File: config.mk
export PLATFORM = sky130hd
export DESIGN_NAME = mulhw_unit
export DESIGN_NICKNAME = d
export VERILOG_FILES = /design/src/rtl/mulhw_pkg.sv /design/src/rtl/mulhw_decode.sv /design/src/rtl/mulhw_seq_mult.sv /design/src/rtl/mulhw_format.sv /design/src/rtl/mulhw_unit.sv
export SDC_FILE = /design/constraint.sdc
export NUM_CORES = 2
export LEC_CHECK = 0
export BUFFER_PORTS_ARGS = -buffer_cell sky130_fd_sc_hd__buf_2
export CAP_MARGIN = 30
export CELL_PAD_IN_SITES_DETAIL_PLACEMENT = 1
export CELL_PAD_IN_SITES_GLOBAL_PLACEMENT = 2
export CORE_ASPECT_RATIO = 0.8
export CORE_UTILIZATION = 34
export CTS_BUF_LIST = sky130_fd_sc_hd__clkbuf_4 sky130_fd_sc_hd__clkbuf_8 sky130_fd_sc_hd__clkbuf_16
export DETAILED_ROUTE_END_ITERATION = 7
export GPL_TIMING_DRIVEN = 1
export PLACE_DENSITY = 0.79
export SETUP_SLACK_MARGIN = 0.05
export SYNTH_ARGS = -nofsm -noshare
export SYNTH_HDL_FRONTEND = slang
export SYNTH_SLANG_ARGS = --single-unit
File: constraint.sdc
create_clock -name clk_i -period 6.45 [get_ports clk_i]
set_input_delay 0 -clock clk_i [delete_from_list [all_inputs] [get_ports clk_i]]
set_output_delay 0 -clock clk_i [all_outputs]
set_load 0.05 [all_outputs]
File: src/rtl/mulhw_pkg.sv
package mulhw_pkg;
  localparam int XLEN = 64;
  localparam int WLEN = 32;
  localparam logic [5:0] PRIM_OP = 6'd31;
  localparam logic [8:0] EXT_OP  = 9'd75;

  // bit 31 of the word is big-endian bit 0
  typedef struct packed {
    logic [5:0] prim;
    logic [4:0] rt;
    logic [4:0] ra;
    logic [4:0] rb;
    logic       oe;
    logic [8:0] xo;
    logic       rc;
  } insn_t;

  typedef struct packed {
    logic lt;
    logic gt;
    logic eq;
    logic so;
  } crf_t;
endpackage

File: src/rtl/mulhw_decode.sv
module mulhw_decode
  import mulhw_pkg::*;
(
  input  logic [31:0] insn_i,
  output logic        match_o,
  output logic [4:0]  rt_o,
  output logic        rc_o
);
  insn_t f;
  logic  unused_fields;

  assign f             = insn_t'(insn_i);
  assign match_o       = (f.prim == PRIM_OP) && (f.xo == EXT_OP);
  assign rt_o          = f.rt;
  assign rc_o          = f.rc;
  // operand selects belong to the register file; oe has no effect
  assign unused_fields = ^{f.ra, f.rb, f.oe};
endmodule

File: src/rtl/mulhw_seq_mult.sv
module mulhw_seq_mult #(
  parameter int WLEN    = 32,
  parameter int DIGIT_W = 8
) (
  input  logic                clk_i,
  input  logic                rst_ni,
  input  logic                load_i,
  input  logic [WLEN-1:0]     a_i,
  input  logic [WLEN-1:0]     b_i,
  output logic                busy_o,
  output logic                vld_o,
  output logic [2*WLEN-1:0]   prod_o
);
  localparam int PW    = 2 * WLEN;
  localparam int STEPS = WLEN / DIGIT_W;
  localparam int CNT_W = $clog2(STEPS + 1);

  logic [PW-1:0]    mcand_q, acc_q, pp, sum;
  logic [WLEN-1:0]  mplier_q;
  logic             neg_q, busy_q, vld_q;
  logic [CNT_W-1:0] cnt_q;

  function automatic logic [WLEN-1:0] mag(input logic [WLEN-1:0] v);
    return v[WLEN-1] ? (~v + 1'b1) : v;
  endfunction

  assign pp  = mcand_q * PW'(mplier_q[DIGIT_W-1:0]);
  assign sum = acc_q + pp;

  always_ff @(posedge clk_i or negedge rst_ni) begin
    if (!rst_ni) begin
      mcand_q  <= '0;
      mplier_q <= '0;
      acc_q    <= '0;
      neg_q    <= 1'b0;
      busy_q   <= 1'b0;
      vld_q    <= 1'b0;
      cnt_q    <= '0;
    end else begin
      vld_q <= 1'b0;
      if (load_i && !busy_q) begin
        mcand_q  <= PW'(mag(a_i));
        mplier_q <= mag(b_i);
        acc_q    <= '0;
        neg_q    <= a_i[WLEN-1] ^ b_i[WLEN-1];
        cnt_q    <= CNT_W'(STEPS - 1);
        busy_q   <= 1'b1;
      end else if (busy_q) begin
        mcand_q  <= mcand_q << DIGIT_W;
        mplier_q <= mplier_q >> DIGIT_W;
        if (cnt_q == '0) begin
          acc_q  <= neg_q ? (~sum + 1'b1) : sum;
          busy_q <= 1'b0;
          vld_q  <= 1'b1;
        end else begin
          acc_q  <= sum;
          cnt_q  <= cnt_q - 1'b1;
        end
      end
    end
  end

  assign busy_o = busy_q;
  assign vld_o  = vld_q;
  assign prod_o = acc_q;


  done_pulse_chk: assert property (@(posedge clk_i) disable iff (!rst_ni)
    vld_o |=> !vld_o);

  done_after_busy_chk: assert property (@(posedge clk_i) disable iff (!rst_ni)
    $rose(vld_o) |-> $past(busy_o) && !busy_o);

  busy_hold_chk: assert property (@(posedge clk_i) disable iff (!rst_ni)
    (busy_o && load_i) |=> (busy_o || vld_o));

  busy_start_chk: assert property (@(posedge clk_i) disable iff (!rst_ni)
    $rose(busy_o) |-> $past(load_i));
endmodule

File: src/rtl/mulhw_format.sv
module mulhw_format
  import mulhw_pkg::*;
(
  input  logic [XLEN-1:0] prod_i,
  input  logic            so_i,
  output logic [XLEN-1:0] rd_data_o,
  output crf_t            cr_o
);
  logic [WLEN-1:0] hi;
  logic            unused_lo;

  assign hi        = prod_i[XLEN-1:WLEN];
  assign unused_lo = ^prod_i[WLEN-1:0];
  assign rd_data_o = {{(XLEN-WLEN){1'b0}}, hi};

  always_comb begin
    cr_o.lt = hi[WLEN-1];
    cr_o.eq = (hi == '0);
    cr_o.gt = !hi[WLEN-1] && (hi != '0);
    cr_o.so = so_i;
  end
endmodule

File: src/rtl/mulhw_unit.sv
module mulhw_unit
  import mulhw_pkg::*;
#(
  parameter int DIGIT_W = 8
) (
  input  logic        clk_i,
  input  logic        rst_ni,
  input  logic        start_i,
  input  logic [31:0] insn_i,
  input  logic [63:0] opa_i,
  input  logic [63:0] opb_i,
  input  logic        so_i,
  output logic        busy_o,
  output logic        done_o,
  output logic        illegal_o,
  output logic        rd_we_o,
  output logic [4:0]  rd_idx_o,
  output logic [63:0] rd_data_o,
  output logic        cr_we_o,
  output logic [3:0]  cr_o
);
  logic        match, rc, accept, vld;
  logic [4:0]  rt;
  logic [4:0]  rt_q;
  logic        rc_q, so_q, ill_q;
  logic [XLEN-1:0] prod;
  crf_t        crf;
  logic        unused_hi;

  assign unused_hi = ^{opa_i[XLEN-1:WLEN], opb_i[XLEN-1:WLEN]};

  mulhw_decode u_dec (
    .insn_i  (insn_i),
    .match_o (match),
    .rt_o    (rt),
    .rc_o    (rc)
  );

  assign accept = start_i && !busy_o;

  always_ff @(posedge clk_i or negedge rst_ni) begin
    if (!rst_ni) begin
      rt_q  <= '0;
      rc_q  <= 1'b0;
      so_q  <= 1'b0;
      ill_q <= 1'b0;
    end else if (accept) begin
      rt_q  <= rt;
      rc_q  <= rc;
      so_q  <= so_i;
      ill_q <= !match;
    end
  end

  mulhw_seq_mult #(.WLEN(WLEN), .DIGIT_W(DIGIT_W)) u_mul (
    .clk_i  (clk_i),
    .rst_ni (rst_ni),
    .load_i (start_i),
    .a_i    (opa_i[WLEN-1:0]),
    .b_i    (opb_i[WLEN-1:0]),
    .busy_o (busy_o),
    .vld_o  (vld),
    .prod_o (prod)
  );

  mulhw_format u_fmt (
    .prod_i    (prod),
    .so_i      (so_q),
    .rd_data_o (rd_data_o),
    .cr_o      (crf)
  );

  assign done_o    = vld;
  assign illegal_o = vld && ill_q;
  assign rd_we_o   = vld && !ill_q;
  assign cr_we_o   = vld && !ill_q && rc_q;
  assign rd_idx_o  = rt_q;
  assign cr_o      = crf;


  upper_zero_chk: assert property (@(posedge clk_i) disable iff (!rst_ni)
    rd_we_o |-> (rd_data_o[63:32] == 32'h0));

  cr_onehot_chk: assert property (@(posedge clk_i) disable iff (!rst_ni)
    cr_we_o |-> ($countones(cr_o[3:1]) == 1));

  illegal_quiet_chk: assert property (@(posedge clk_i) disable iff (!rst_ni)
    illegal_o |-> (done_o && !rd_we_o && !cr_we_o));

  cr_needs_done_chk: assert property (@(posedge clk_i) disable iff (!rst_ni)
    cr_we_o |-> (rd_we_o && done_o));

  done_idle_chk: assert property (@(posedge clk_i) disable iff (!rst_ni)
    done_o |-> !busy_o);
endmodule

Word level (Yosys, flattened, before mapping)
Index checks and enable logic that the tools add are counted.
{"block": "totals", "reg_bits": 174, "out_inout_bits": 78, "word_cells": 58}
{"block": "op_classes", "add_sub_neg": 5, "n_mul": 1, "eq_ne": 3, "mux": 19, "n_bitwise": 4, "n_reduce_logical": 15}
{"cell": "64-bit 2-to-1 mux", "count": 6}
{"cell": "32-bit 2-to-1 mux", "count": 4}
{"cell": "32-bit by 1-bit adder with 32-bit output (second input constant)", "count": 2}
{"cell": "64-bit by 1-bit adder with 64-bit output (second input constant)", "count": 1}
{"cell": "64-bit adder", "count": 1}
{"cell": "64-bit by 8-bit multiplier with 64-bit output", "count": 1}
{"cell": "32-bit inverter", "count": 2}
{"cell": "64-bit inverter", "count": 1}
{"cell": "32-bit logical NOT", "count": 1}
{"cell": "32-bit nonzero test", "count": 1}
{"cell": "9-bit by 7-bit == test with 1-bit output (second input constant)", "count": 1}
{"cell": "3-bit 2-to-1 mux", "count": 3}
{"cell": "6-bit by 5-bit == test with 1-bit output (second input constant)", "count": 1}
{"cell": "1-bit logical AND", "count": 6}
{"cell": "1-bit 2-to-1 mux", "count": 6}
{"cell": "1-bit logical NOT", "count": 4}
{"cell": "3-bit logical NOT", "count": 1}
{"cell": "3-bit by 1-bit subtractor with 3-bit output (second input constant)", "count": 1}
{"cell": "2-bit != test (second input constant)", "count": 1}
{"cell": "2-bit AND reduction", "count": 1}
{"cell": "2-bit nonzero test", "count": 1}
{"cell": "1-bit bitwise XOR", "count": 1}

Logic depth before layout (Yosys ltp)
{"block": "logic_depth", "depth_word": 8, "mapped_depth": 26}

Hierarchy
From an unflattened synthesis, not the netlist that was laid out.
{"block": "unflattened", "cells_unflattened": 3369, "hier_area_um2": 27974.3}
{"mod": "mulhw_seq_mult", "instances": 1, "cells_per_inst": 3257, "area_each_um2": 26937.1, "seq_area_each_um2": 4154.0}
{"mod": "mulhw_format", "instances": 1, "cells_per_inst": 79, "area_each_um2": 581.8, "seq_area_each_um2": 0.0}
{"mod": "mulhw_unit", "instances": 1, "cells_per_inst": 22, "area_each_um2": 362.8, "seq_area_each_um2": 200.2}
{"mod": "mulhw_decode", "instances": 1, "cells_per_inst": 11, "area_each_um2": 92.6, "seq_area_each_um2": 0.0}

Least setup slack after synthesis
OpenSTA, ideal clock, no wires.
{"block": "synth_timing", "path_type": "register to register", "start": "register u_mul.mplier_q[5]", "end": "register u_mul.acc_q[62] (netlist: u_mul.prod_o[62])", "setup_time_ns": 0.130, "arrival_time_ns": 6.942, "t_required_ns": 6.320, "path_slack_ns": -0.622, "stages_incl_launch_ff": 25, "period_less_slack_ns": 7.072, "path_cell_list": "dfrtp_1 > clkbuf_1 > clkbuf_1 > nand2_1 > fa_1 > fa_1 > inv_1 > fa_1 > inv_1 > fa_1 > inv_1 > ha_1 > buf_4 > nand4_2 > a2111oi_1 > o21ai_0 > a222oi_1 > nand4_1 > or3_1 > buf_2 > nor4_4 > or4b_1 > o31ai_1 > xor2_1 > o21ai_1"}
{"block": "synth_via", "elab_chain_len": 8}
{"item": "start, declared", "line": "mulhw_seq_mult.sv:19", "source": "logic [WLEN-1:0] mplier_q;"}
{"item": "start signal, assigned", "line": "mulhw_seq_mult.sv:43", "source": "mplier_q <= mag(b_i);"}
{"item": "start signal, assigned", "line": "mulhw_seq_mult.sv:50", "source": "mplier_q <= mplier_q >> DIGIT_W;"}
{"item": "64-bit by 8-bit multiplier with 64-bit output (*)", "line": "mulhw_seq_mult.sv:27", "source": "assign pp = mcand_q * PW'(mplier_q[DIGIT_W-1:0]);"}
{"item": "64-bit adder (*)", "line": "mulhw_seq_mult.sv:28", "source": "assign sum = acc_q + pp;"}
{"item": "64-bit inverter", "line": "mulhw_seq_mult.sv:52", "source": "acc_q <= neg_q ? (~sum + 1'b1) : sum;"}
{"item": "64-bit by 1-bit adder with 64-bit output", "line": "mulhw_seq_mult.sv:52"}
{"item": "64-bit 2-to-1 mux", "line": "mulhw_seq_mult.sv:52"}
{"item": "64-bit 2-to-1 mux (*)", "line": "mulhw_seq_mult.sv:51", "source": "if (cnt_q == '0) begin"}
{"item": "64-bit 2-to-1 mux (*)", "line": "mulhw_seq_mult.sv:48", "source": "end else if (busy_q) begin"}
{"item": "64-bit 2-to-1 mux (*)", "line": "mulhw_seq_mult.sv:41", "source": "if (load_i && !busy_q) begin"}
{"item": "end signal, assigned", "line": "mulhw_seq_mult.sv:52"}
{"item": "end signal, assigned", "line": "mulhw_seq_mult.sv:56", "source": "acc_q <= sum;"}
{"item": "end, declared", "line": "mulhw_seq_mult.sv:18", "source": "logic [PW-1:0] mcand_q, acc_q, pp, sum;"}
Mark *: on every way between the ends. The rest lies on a longest branch, timed or not. The select of a mux whose other input is x is not followed.
A chain may end at the register's enable or synchronous reset.

Worst setup path after layout
{"block": "layout_timing", "start": "register u_mul.mplier_q[2]", "end": "register u_mul.acc_q[59] (netlist: u_mul.prod_o[59])"}
Same word-level chain as after synthesis.

==> results.sh <==
export IMPL_rsz0062_at_grt="true"
export IMPL_layout_setup_ws_ps=-383
export IMPL_root_buffer="clkbuf_16"
export IMPL_htree_levels=4
export IMPL_top_usage_layer="met2"
export IMPL_yosysTopAreaCellShare_pct=29.0
export IMPL_drt_total_wl_um=111000
export IMPL_worst_setup_path_end_kind="register"
export IMPL_post_dp_cell_area_mm2=0.0339
export IMPL_cpMostUsedCell="buf_4"
export IMPL_fmax_mhz=146
export IMPL_grt_pass1_wl_um=170000
export IMPL_cts_buffer_depth=2
export IMPL_worst_slew_pin_slew_ps=961
export IMPL_start_util_pct=34.4
export IMPL_first_global_vias=28800
export IMPL_setup_violations=28
export IMPL_max_stage_delay_ps=560
export IMPL_maxCapViolations=0
export IMPL_dieArea_mm2=0.0844
export IMPL_path_clk_slew_ps=80
export IMPL_post_drt_wl_per_cell_um=21.5
export IMPL_utilization_pct=46.2
export IMPL_drive_gt1_share_pct=29.1
export IMPL_gr_usage_met1_pct=34.7
export IMPL_grt_use_met3_pct=3.04
export IMPL_avgSynthCellArea_um2=8.22
export IMPL_vias_per_cell=5.19
export IMPL_io_buffer_count=134
export IMPL_yosysMostFrequentCell="inv_1"
export IMPL_period_needed_ps=6830
export IMPL_vias=26900
export IMPL_finalNetCount=4727
export IMPL_synthArstFlopShare_pct=100
export IMPL_yosysWarningCount=0
export IMPL_rows=94
export IMPL_synthCells=3443
export IMPL_syn_area_mm2=0.0283
export IMPL_synthDistinctLibCells=80
export IMPL_antenna_found_initial=1
export IMPL_seq_area_frac_synth_pct=15.4
export IMPL_hold_slack_ps=-7.19
export IMPL_io_pins=242
export IMPL_synth_area_leaders="fa_1, dfrtp_1, and2_1"
export IMPL_crit_required_ps=6860
export IMPL_slew_limit_headroom_pct=36.0
export IMPL_synth_top_cells_by_count="inv_1, nand2_1, fa_1"
export IMPL_slew_violations=0
export IMPL_cts_buffers=17
export IMPL_grt_usage_pct=26.1
export IMPL_drt_iter0_markers=1689
export IMPL_critPathLaunchType="register"
export IMPL_finalSetupTns_ps=-4660
export IMPL_syn_to_final_growth_pct=34.3
export IMPL_coreArea_mm2=0.0823
export IMPL_clk_insertion_delay_late_ps=530
export IMPL_synth_edf_count=0
export IMPL_cts_tree="built"
export IMPL_finalCritPeriodShare_pct=106
export IMPL_ys_flop_type="dfrtp_1"
export IMPL_violations="hold timing, setup timing"
export IMPL_fill_cells=9721
export IMPL_synth_top_cell_by_area="fa_1"
export IMPL_holdCritPathClass="primary input to register"
export IMPL_clock_sinks=174
export IMPL_final_area_mm2=0.0380
export IMPL_multi_input_area_mm2=0.0227
export IMPL_die_w_um=325
export IMPL_drc=0
export IMPL_antenna_cells=0
export IMPL_cp_slowest_cell="fa_1"
export IMPL_place_congestion=0.950
export IMPL_outcome="complete, but fails checks"
export IMPL_critical_path_max_fanout=7
export IMPL_grt_overflow_total=0
export IMPL_ant_nets=0
export IMPL_hold_viol_final=1
export IMPL_dr_pass1_iters=7
export IMPL_finalClockSkew_ps=17.1
export IMPL_yosys_register_bits=174
export IMPL_crit_type="register to register"
export IMPL_dpl_hpwl_um=84400
export IMPL_gr_usage_met2_pct=44.8
export IMPL_arrival_ps=7240
export IMPL_register_area_mm2=0.00438
export IMPL_grt_max_degree=91
export IMPL_fp_dieH_um=260
[stage by stage]
stage,setup WS [ps],cells,hold WS [ps]
3_3_place_gp,-785,4996,163
2_1_floorplan,-345,3474,-296
3_5_place_dp,-901,4998,177
5_1_grt,-651,5192,54.4
4_1_cts,-261,5165,0.460
6_report,-383,5192,-7.19
[area by class of cell]
class	count	area share, %
Multi-Input combinational cell	2498	59.8
Timing Repair Buffer	872	18.4
Sequential cell	174	11.5
Inverter	512	5.06
Tap cell	1104	3.63
Clock buffer	18	1.14
Clock inverter	14	0.405
[placed cells by master, fill, tap and decap left out, drive strengths merged, types with 10 or more instances in the layout]
master	instances
o21ai	177
nor3	39
nand4	47
o211ai	13
nor2	145
o21a	17
and4	10
nand2	421
mux2i	14
dlygate4sd3	61
inv	517
buf	809
conb	32
or4	10
and2	349
o21bai	10
xnor2	73
nand3	31
fa	410
a31oi	22
dfrtp	174
a21oi	183
a211oi	31
or3	31
o31ai	65
xor2	89
clkbuf	20
o41ai	16
nor4	24
a21o	31
ha	78
[registers in the layout, summed over array words and instances (netlist names), 3 cells and up]
| signal | count |
|---|---|
| u_mul.mcand_q | 64 |
| u_mul.prod_o | 64 |
| u_mul.mplier_q | 32 |
| rd_idx_o | 5 |
| u_mul.cnt_q | 3 |
[layer usage]
metal  routed length, um  vias to the layer above
met4                2680                        2
met1               49200                    14100
met3                4290                      131
met2               55300                      576
met5                  13                        -
li1                    -                    12200
[path summary, 6_finish.rpt]
check	from	slack, ps	endpoint	cells past startpoint
max	u_mul.mplier_q[2]$_DFFE_PN0P_	-380	u_mul.prod_o[59]$_DFFE_PN0P_	28
max reg2reg	u_mul.mplier_q[2]$_DFFE_PN0P_	-380	u_mul.prod_o[59]$_DFFE_PN0P_	28
min in group asynchronous	rst_ni	60	u_mul.prod_o[5]$_DFFE_PN0P_	2
min reg2reg	u_mul.cnt_q[0]$_DFFE_PN0P_	480	u_mul.cnt_q[0]$_DFFE_PN0P_	1
max in group asynchronous	rst_ni	5040	u_mul.prod_o[62]$_DFFE_PN0P_	3
min	opa_i[8]	-7	u_mul.mcand_q[8]$_DFFE_PN0P_	5
[cell families after synthesis]
| group | count (synthesis) | share of synthesized area [%] |
|---|---|---|
| compound gates | 629 | 13.8 |
| buf+inv | 802 | 11.6 |
| xor+xnor | 162 | 5.01 |
| flops | 174 | 15.4 |
| mux | 23 | 0.853 |
| simple gates | 1164 | 20.9 |
| fa+ha+maj | 488 | 32.4 |
| other cells | 1 | 0.0132 |
[critical path: cells and delay by family (launching register included)]
family | cells | cell delay (ps)
AOI/OAI and AO/OA | 7 | 1160
xor gates and xnor gates | 1 | 190
adders and majority gates | 5 | 2230
buffers and inverters | 10 | 1310
DFF | 1 | 500
and+or+nand+nor | 5 | 1340
[repair_timing]
item,CTS,global route
endpoints found under the setup margin,40,46
gates resized for setup,297,175
endpoints found under the hold margin,131,0
gates cloned,2,2
pin swaps,121,112
buffers inserted,72,27
hold buffers,61,0
Power is not shown: default switching activity piles up to over one toggle a cycle in this logic, so the estimate is an artifact.
